$ cat src/rtl/dmareg_pkg.sv
package dmareg_pkg;
  localparam int OFS_INVAL  = 'h140;
  localparam int OFS_STATUS = 'h144;
  localparam int OFS_ENABLE = 'h148;
  localparam int OFS_LOOP   = 'h150;
  localparam int CH_STRIDE_SHIFT = 4;

  typedef enum logic [2:0] {
    SEL_NONE,
    SEL_STATUS,
    SEL_ENABLE,
    SEL_INVAL,
    SEL_LOOP,
    SEL_CHADDR
  } reg_sel_e;
endpackage

$ cat src/rtl/dmareg_rst_sync.sv
module dmareg_rst_sync (
  input  logic clk,
  input  logic rst_n,
  output logic rst_sync_n
);
  logic [1:0] stage_q;

  always_ff @(posedge clk or negedge rst_n) begin
    if (!rst_n) stage_q <= 2'b00;
    else        stage_q <= {stage_q[0], 1'b1};
  end

  assign rst_sync_n = stage_q[1];
endmodule

$ cat src/rtl/dmareg_decode.sv
module dmareg_decode
  import dmareg_pkg::*;
#(
  parameter int ADDR_W = 9,
  parameter int NUM_CH = 16,
  localparam int CH_W = (NUM_CH > 1) ? $clog2(NUM_CH) : 1
) (
  input  logic              req_valid,
  input  logic              req_write,
  input  logic [ADDR_W-1:0] req_addr,
  output reg_sel_e          sel_o,
  output logic [CH_W-1:0]   ch_o,
  output logic              wr_o,
  output logic              rd_o
);
  localparam int CH_SPAN = NUM_CH << CH_STRIDE_SHIFT;

  logic in_chan_area;

  assign in_chan_area = (int'(req_addr) < CH_SPAN) &&
                        (req_addr[CH_STRIDE_SHIFT-1:0] == '0);

  always_comb begin
    sel_o = SEL_NONE;
    ch_o  = req_addr[CH_STRIDE_SHIFT +: CH_W];
    if (in_chan_area)                           sel_o = SEL_CHADDR;
    else if (req_addr == ADDR_W'(OFS_STATUS))   sel_o = SEL_STATUS;
    else if (req_addr == ADDR_W'(OFS_ENABLE))   sel_o = SEL_ENABLE;
    else if (req_addr == ADDR_W'(OFS_INVAL))    sel_o = SEL_INVAL;
    else if (req_addr == ADDR_W'(OFS_LOOP))     sel_o = SEL_LOOP;
  end

  assign wr_o = req_valid &&  req_write;
  assign rd_o = req_valid && !req_write;
endmodule

$ cat src/rtl/dmareg_irq_bank.sv
module dmareg_irq_bank #(
  parameter int NUM_CH = 16
) (
  input  logic              clk,
  input  logic              rst_n,
  input  logic [NUM_CH-1:0] evt_i,
  input  logic              clr_we,
  input  logic [NUM_CH-1:0] clr_mask,
  input  logic              en_we,
  input  logic [NUM_CH-1:0] en_wdata,
  output logic [NUM_CH-1:0] stat_q,
  output logic [NUM_CH-1:0] en_q,
  output logic              irq_q
);
  logic [NUM_CH-1:0] stat_d;
  logic [NUM_CH-1:0] en_d;
  logic              irq_d;

  always_comb begin
    stat_d = stat_q;
    if (clr_we) stat_d = stat_d & ~clr_mask;
    stat_d = stat_d | evt_i;
    en_d   = en_we ? en_wdata : en_q;
    irq_d  = |(stat_d & en_d);
  end

  always_ff @(posedge clk or negedge rst_n) begin
    if (!rst_n) begin
      stat_q <= '0;
      en_q   <= '0;
      irq_q  <= 1'b0;
    end else begin
      stat_q <= stat_d;
      if (en_we) en_q <= en_d;
      irq_q  <= irq_d;
    end
  end
endmodule

$ cat src/rtl/dmareg_loop_bank.sv
module dmareg_loop_bank #(
  parameter int NUM_CH = 16,
  parameter int DATA_W = 32,
  localparam int HALF = DATA_W / 2
) (
  input  logic              clk,
  input  logic              rst_n,
  input  logic              we,
  input  logic [DATA_W-1:0] wdata,
  output logic [DATA_W-1:0] rdata,
  output logic [NUM_CH-1:0] loop_en_o
);
  logic [NUM_CH-1:0] lo_q, hi_q, lo_d, hi_d;

  always_comb begin
    lo_d = we ? wdata[NUM_CH-1:0]       : lo_q;
    hi_d = we ? wdata[HALF +: NUM_CH]   : hi_q;
  end

  always_ff @(posedge clk or negedge rst_n) begin
    if (!rst_n) begin
      lo_q <= '0;
      hi_q <= '0;
    end else if (we) begin
      lo_q <= lo_d;
      hi_q <= hi_d;
    end
  end

  always_comb begin
    rdata = '0;
    rdata[NUM_CH-1:0]     = lo_q;
    rdata[HALF +: NUM_CH] = hi_q;
  end

  for (genvar n = 0; n < NUM_CH; n++) begin : g_pair
    assign loop_en_o[n] = lo_q[n] & hi_q[n];
  end
endmodule

$ cat src/rtl/dmareg_bank.sv
module dmareg_bank
  import dmareg_pkg::*;
#(
  parameter int NUM_CH = 16,
  parameter int ADDR_W = 9,
  parameter int DATA_W = 32
) (
  input  logic              clk,
  input  logic              rst_n,
  input  logic              req_valid,
  input  logic              req_write,
  input  logic [ADDR_W-1:0] req_addr,
  input  logic [DATA_W-1:0] req_wdata,
  output logic [DATA_W-1:0] rd_data_o,
  input  logic [NUM_CH-1:0] evt_i,
  output logic              irq_o,
  output logic [NUM_CH-1:0] ch_start_o,
  output logic [NUM_CH-1:0] ch_stop_o,
  output logic [NUM_CH-1:0] loop_en_o
);
  localparam int CH_W = (NUM_CH > 1) ? $clog2(NUM_CH) : 1;

  logic              rst_sync_n;
  reg_sel_e          sel;
  logic [CH_W-1:0]   ch_idx;
  logic              bus_wr, bus_rd;
  logic [NUM_CH-1:0] stat_vec, en_vec;
  logic [DATA_W-1:0] loop_word;
  logic [DATA_W-1:0] rd_d, rd_q;
  logic [NUM_CH-1:0] start_d, start_q, stop_d, stop_q;

  dmareg_rst_sync u_rst (
    .clk       (clk),
    .rst_n     (rst_n),
    .rst_sync_n(rst_sync_n)
  );

  dmareg_decode #(.ADDR_W(ADDR_W), .NUM_CH(NUM_CH)) u_dec (
    .req_valid(req_valid),
    .req_write(req_write),
    .req_addr (req_addr),
    .sel_o    (sel),
    .ch_o     (ch_idx),
    .wr_o     (bus_wr),
    .rd_o     (bus_rd)
  );

  dmareg_irq_bank #(.NUM_CH(NUM_CH)) u_irq (
    .clk     (clk),
    .rst_n   (rst_sync_n),
    .evt_i   (evt_i),
    .clr_we  (bus_wr && sel == SEL_STATUS),
    .clr_mask(req_wdata[NUM_CH-1:0]),
    .en_we   (bus_wr && sel == SEL_ENABLE),
    .en_wdata(req_wdata[NUM_CH-1:0]),
    .stat_q  (stat_vec),
    .en_q    (en_vec),
    .irq_q   (irq_o)
  );

  dmareg_loop_bank #(.NUM_CH(NUM_CH), .DATA_W(DATA_W)) u_loop (
    .clk      (clk),
    .rst_n    (rst_sync_n),
    .we       (bus_wr && sel == SEL_LOOP),
    .wdata    (req_wdata),
    .rdata    (loop_word),
    .loop_en_o(loop_en_o)
  );

  always_comb begin
    rd_d = '0;
    unique case (sel)
      SEL_STATUS: rd_d[NUM_CH-1:0] = stat_vec;
      SEL_ENABLE: rd_d[NUM_CH-1:0] = en_vec;
      SEL_LOOP:   rd_d = loop_word;
      default:    rd_d = '0;
    endcase
  end

  always_comb begin
    start_d = '0;
    if (bus_wr && sel == SEL_CHADDR) start_d[ch_idx] = 1'b1;
    stop_d = (bus_wr && sel == SEL_INVAL) ? req_wdata[NUM_CH-1:0] : '0;
  end

  always_ff @(posedge clk or negedge rst_sync_n) begin
    if (!rst_sync_n) begin
      rd_q    <= '0;
      start_q <= '0;
      stop_q  <= '0;
    end else begin
      if (bus_rd) rd_q <= rd_d;
      start_q <= start_d;
      stop_q  <= stop_d;
    end
  end

  assign rd_data_o  = rd_q;
  assign ch_start_o = start_q;
  assign ch_stop_o  = stop_q;
endmodule

$ cat config.mk
export PLATFORM = sky130hd
export DESIGN_NAME = dmareg_bank
export DESIGN_NICKNAME = d
export VERILOG_FILES = /design/src/rtl/dmareg_pkg.sv /design/src/rtl/dmareg_rst_sync.sv /design/src/rtl/dmareg_decode.sv /design/src/rtl/dmareg_irq_bank.sv /design/src/rtl/dmareg_loop_bank.sv /design/src/rtl/dmareg_bank.sv
export SDC_FILE = /design/constraint.sdc
export NUM_CORES = 1
export LEC_CHECK = 0
export BUFFER_PORTS_ARGS = -buffer_cell sky130_fd_sc_hd__buf_2
export CAP_MARGIN = 20
export CORE_ASPECT_RATIO = 1.1
export CORE_MARGIN = 10
export CORE_UTILIZATION = 45
export CTS_BUF_LIST = sky130_fd_sc_hd__clkbuf_8
export CTS_CLUSTER_DIAMETER = 150
export DETAILED_ROUTE_END_ITERATION = 10
export PLACE_DENSITY = 0.7
export SLEW_MARGIN = 25
export SYNTH_ARGS = -nofsm -noshare
export SYNTH_HDL_FRONTEND = slang
export SYNTH_HIERARCHICAL = 1
export SYNTH_SLANG_ARGS = --single-unit
$ cat constraint.sdc
create_clock -name clk -period 6.04 [get_ports clk]
set_input_delay 0.604 -clock clk [delete_from_list [all_inputs] [get_ports clk]]
set_output_delay 0.604 -clock clk [all_outputs]
set_load 0.02 [all_outputs]
==> results.txt <==
status: complete, no violations
endpoint class of the critical path: flop
TritonCTS clock tree: yes
vias per cell: 5.25
Worst path slowest cell: or3b_1
Peak VDD IR: 0.000140 V
Die Width: 129 µm
synth top area cells: dfrtp_1 56%, mux2_4 9.2%, and2_1 5.0%, o22ai_1 3.5%, mux2_2 2.3%
endpoints failing setup: 0
Critical Path AT: 3.90 ns
yosys warns: 6
Final Max Tran Viols: 0
Switching Power: 0.457 mW
sw frac: 0.245
worst r2r src: u_irq/stat_q[12]
core footprint: 0.0127 mm²
Logic pwr share: 0.082
Rel. slew slack: 0.450
crit path kind: in2reg
most numerous cell in the Yosys netlist: dfrtp_1
f_max: 280 MHz
Hold Violations, Final: 0
P_leak: 3.43 nW
sequential-to-total area share from yosys stat: 0.557
Main synth FF type: dfrtp_1
first-pass GRT wire length: 24,000 µm
Mapped Nets: 531
CP most frequent cell: buf_4
clock transition at the registers of the reported paths: 0.07 ns
Setup crit start kind: input pin
die span in y: 140 µm
period utilization: 0.591
clock sink total: 131
Post-Layout Cell Count: 779
DRT Pass-1 Iters: 4
cts-stage hold buffer count: 1
largest area contributor in the netlist: dfrtp_1
post-route ant nets: 0
RSZ-0062 raised after global routing: no
Area Overhead vs Synth: 20.4%
routed wire length per instance: 19.4 µm
Root Buffer: clkbuf_8
Synth cell types: 50
Mapped Cells: 470
clock power share: 0.408
crit-path max cell delay: 0.68 ns
initial antenna violation count: 1
clk_skew: 0.0129 ns
PnR Total Power: 1.86 mW
NumNets Final: 669
Cell Pwr Density: 263 mW/mm²
routed wire length: 15,100 µm
register bit count reported by yosys: 131
1st-iter DRT viols: 308
top post-synthesis cells by count: 131 x dfrtp_1, 47 x and2_1, 36 x mux2_4
P_int: 1.41 mW
routability cong.: 0.807
reg2reg path depth: 4
io pins: 142
CP Max Fanout: 40
total grt overflow: 0
Hold Path Class: reg2async
MaxCap Viol Count: 0
min Tclk post-route: 3.57 ns
initial core utilization: 0.463
Post-CTS Setup Inserts: 0
H-Tree Depth: 4
HPWL after DPL: 10,800 µm
vias in the first global route: 4,293
async set-reset flop share out of synthesis: 1.00
sequential share of power: 0.510
Post-synth EDFFs: 0
Required @ worst endpoint: 6.36 ns
Synth top area share: 0.557
I/O Buffers: 141
Synth Area per Inst: 12.5 µm²
vias: 4,093
CP cell instances: buf_2, or4bb_1, a21oi_2, buf_4, or3b_1, nor2_4, buf_4, mux2_2
CP startpoint: req_addr[6]
actual slew at the worst max-slew pin: 0.822 ns
CTS resizes: 0
Rows: 43
dpl cells: 744
DRC Markers: 0
R2R Setup Slk: 4.38 ns
Num CTS Buffers: 17
Max clock buf depth: 2
Die ar.: 0.0180 mm²
gr usage total: 0.170
fin util: 0.558
Fill cells: 1,069
post-route setup TNS: 0 ns
layout cell share with drive strength beyond 1: 0.438
Clock Latency Late Sink: 0.45 ns
largest net degree at the start of global routing: 83
synthesized cell area: 0.00588 mm²
-- sequential cells by signal, indices dropped and copies added (netlist names) --
signal	count
u_irq/stat_q	16
u_rst/stage_q	2
u_irq/en_q	16
rd_data_o	32
ch_stop_o	16
u_loop/hi_q	16
u_loop/lo_q	16
u_irq/irq_q	1
ch_start_o	16
-- layout make-up --
class,count,area [µm²],share of cell area
repair buffers,150,792,0.112
clock inverters,14,161,0.0228
multi-input cells,275,2280,0.321
flip-flops and latches,131,3280,0.463
diodes,1,2.50,0.000353
inverters,33,124,0.0175
well taps,157,196,0.0277
clock buffers,18,248,0.0350
-- cell families after synthesis --
family | after synthesis | synth area share
buf+inv | 64 | 0.0647
other cells | 1 | 0.000638
xor+xnor | 1 | 0.00149
simple gates | 141 | 0.160
flops | 131 | 0.557
mux | 48 | 0.115
compound gates | 84 | 0.101
-- placed cells by master (no fill, tap or decap), types with 2 or more instances in the layout --
cell | synthesis | layout
a21boi_0 | 13 | 13
a21boi_1 | 2 | 2
a221oi_1 | 14 | 14
and2_1 | 47 | 47
and4bb_2 | 6 | 6
buf_2 | 5 | 141
buf_4 | 6 | 6
bufinv_16 | 0 | 3
clkbuf_8 | 0 | 18
clkinv_2 | 0 | 5
clkinvlp_4 | 0 | 5
dfrtp_1 | 131 | 130
inv_1 | 33 | 33
mux2_2 | 12 | 12
mux2_4 | 36 | 36
nand2_1 | 18 | 18
nand2b_1 | 3 | 3
nand3b_1 | 2 | 2
nand4_1 | 4 | 4
nor2_1 | 13 | 12
nor3_1 | 3 | 3
nor4b_2 | 0 | 2
nor4bb_1 | 11 | 11
o21ai_0 | 6 | 6
o21ai_1 | 7 | 7
o21ai_2 | 4 | 4
o22ai_1 | 33 | 32
or2_2 | 16 | 16
or4_1 | 2 | 2
-- layer usage --
metal / up-vias / track usage / share of wire
met5: - / 0 / 0
met4: 0 / 0.0545 / 0.011
met3: 12 / 0.0525 / 0.066
met2: 126 / 0.270 / 0.49
met1: 2033 / 0.216 / 0.44
li1: 1922 / - / -
-- stage by stage --
step                cell area, µm²  setup slack (ns)  hold slack, ns
detailed placement            6630              2.08           0.343
finish                        7080              2.47           0.351
CTS                           7050              2.53           0.339
floorplan                     5880              2.12           0.308
global placement              6630              2.11           0.339
global route                  7080              2.36           0.354
-- power by group through the flow --
stage                     clock (mW)  combinational, mW  sequential [mW]
after floorplan                    0             0.0867            0.963
after global placement             0              0.146            0.965
after detailed placement           0              0.149            0.967
after CTS                      0.773              0.151            0.950
after global routing           0.815              0.165            0.957
final                          0.761              0.152            0.950
-- critical path: cells and delay by family --
kind / cells / cell delay, ns
AO/OA/AOI/OAI: 1 / 0.15
buffers and inverters: 3 / 1.03
multiplexers: 1 / 0.38
AND/OR/NAND/NOR: 3 / 1.69
-- path summary, 6_finish.rpt --
check,end
worst max-delay path,u_loop/lo_q[15]
worst max register to register,u_irq/irq_q
max in group asynchronous,rd_data_o[25]
worst min-delay path,rd_data_o[3]
worst min register to register,rd_data_o[3]
min in group clk,u_irq/stat_q[2]
No activity file was read; power rests on OpenSTA's default activity.
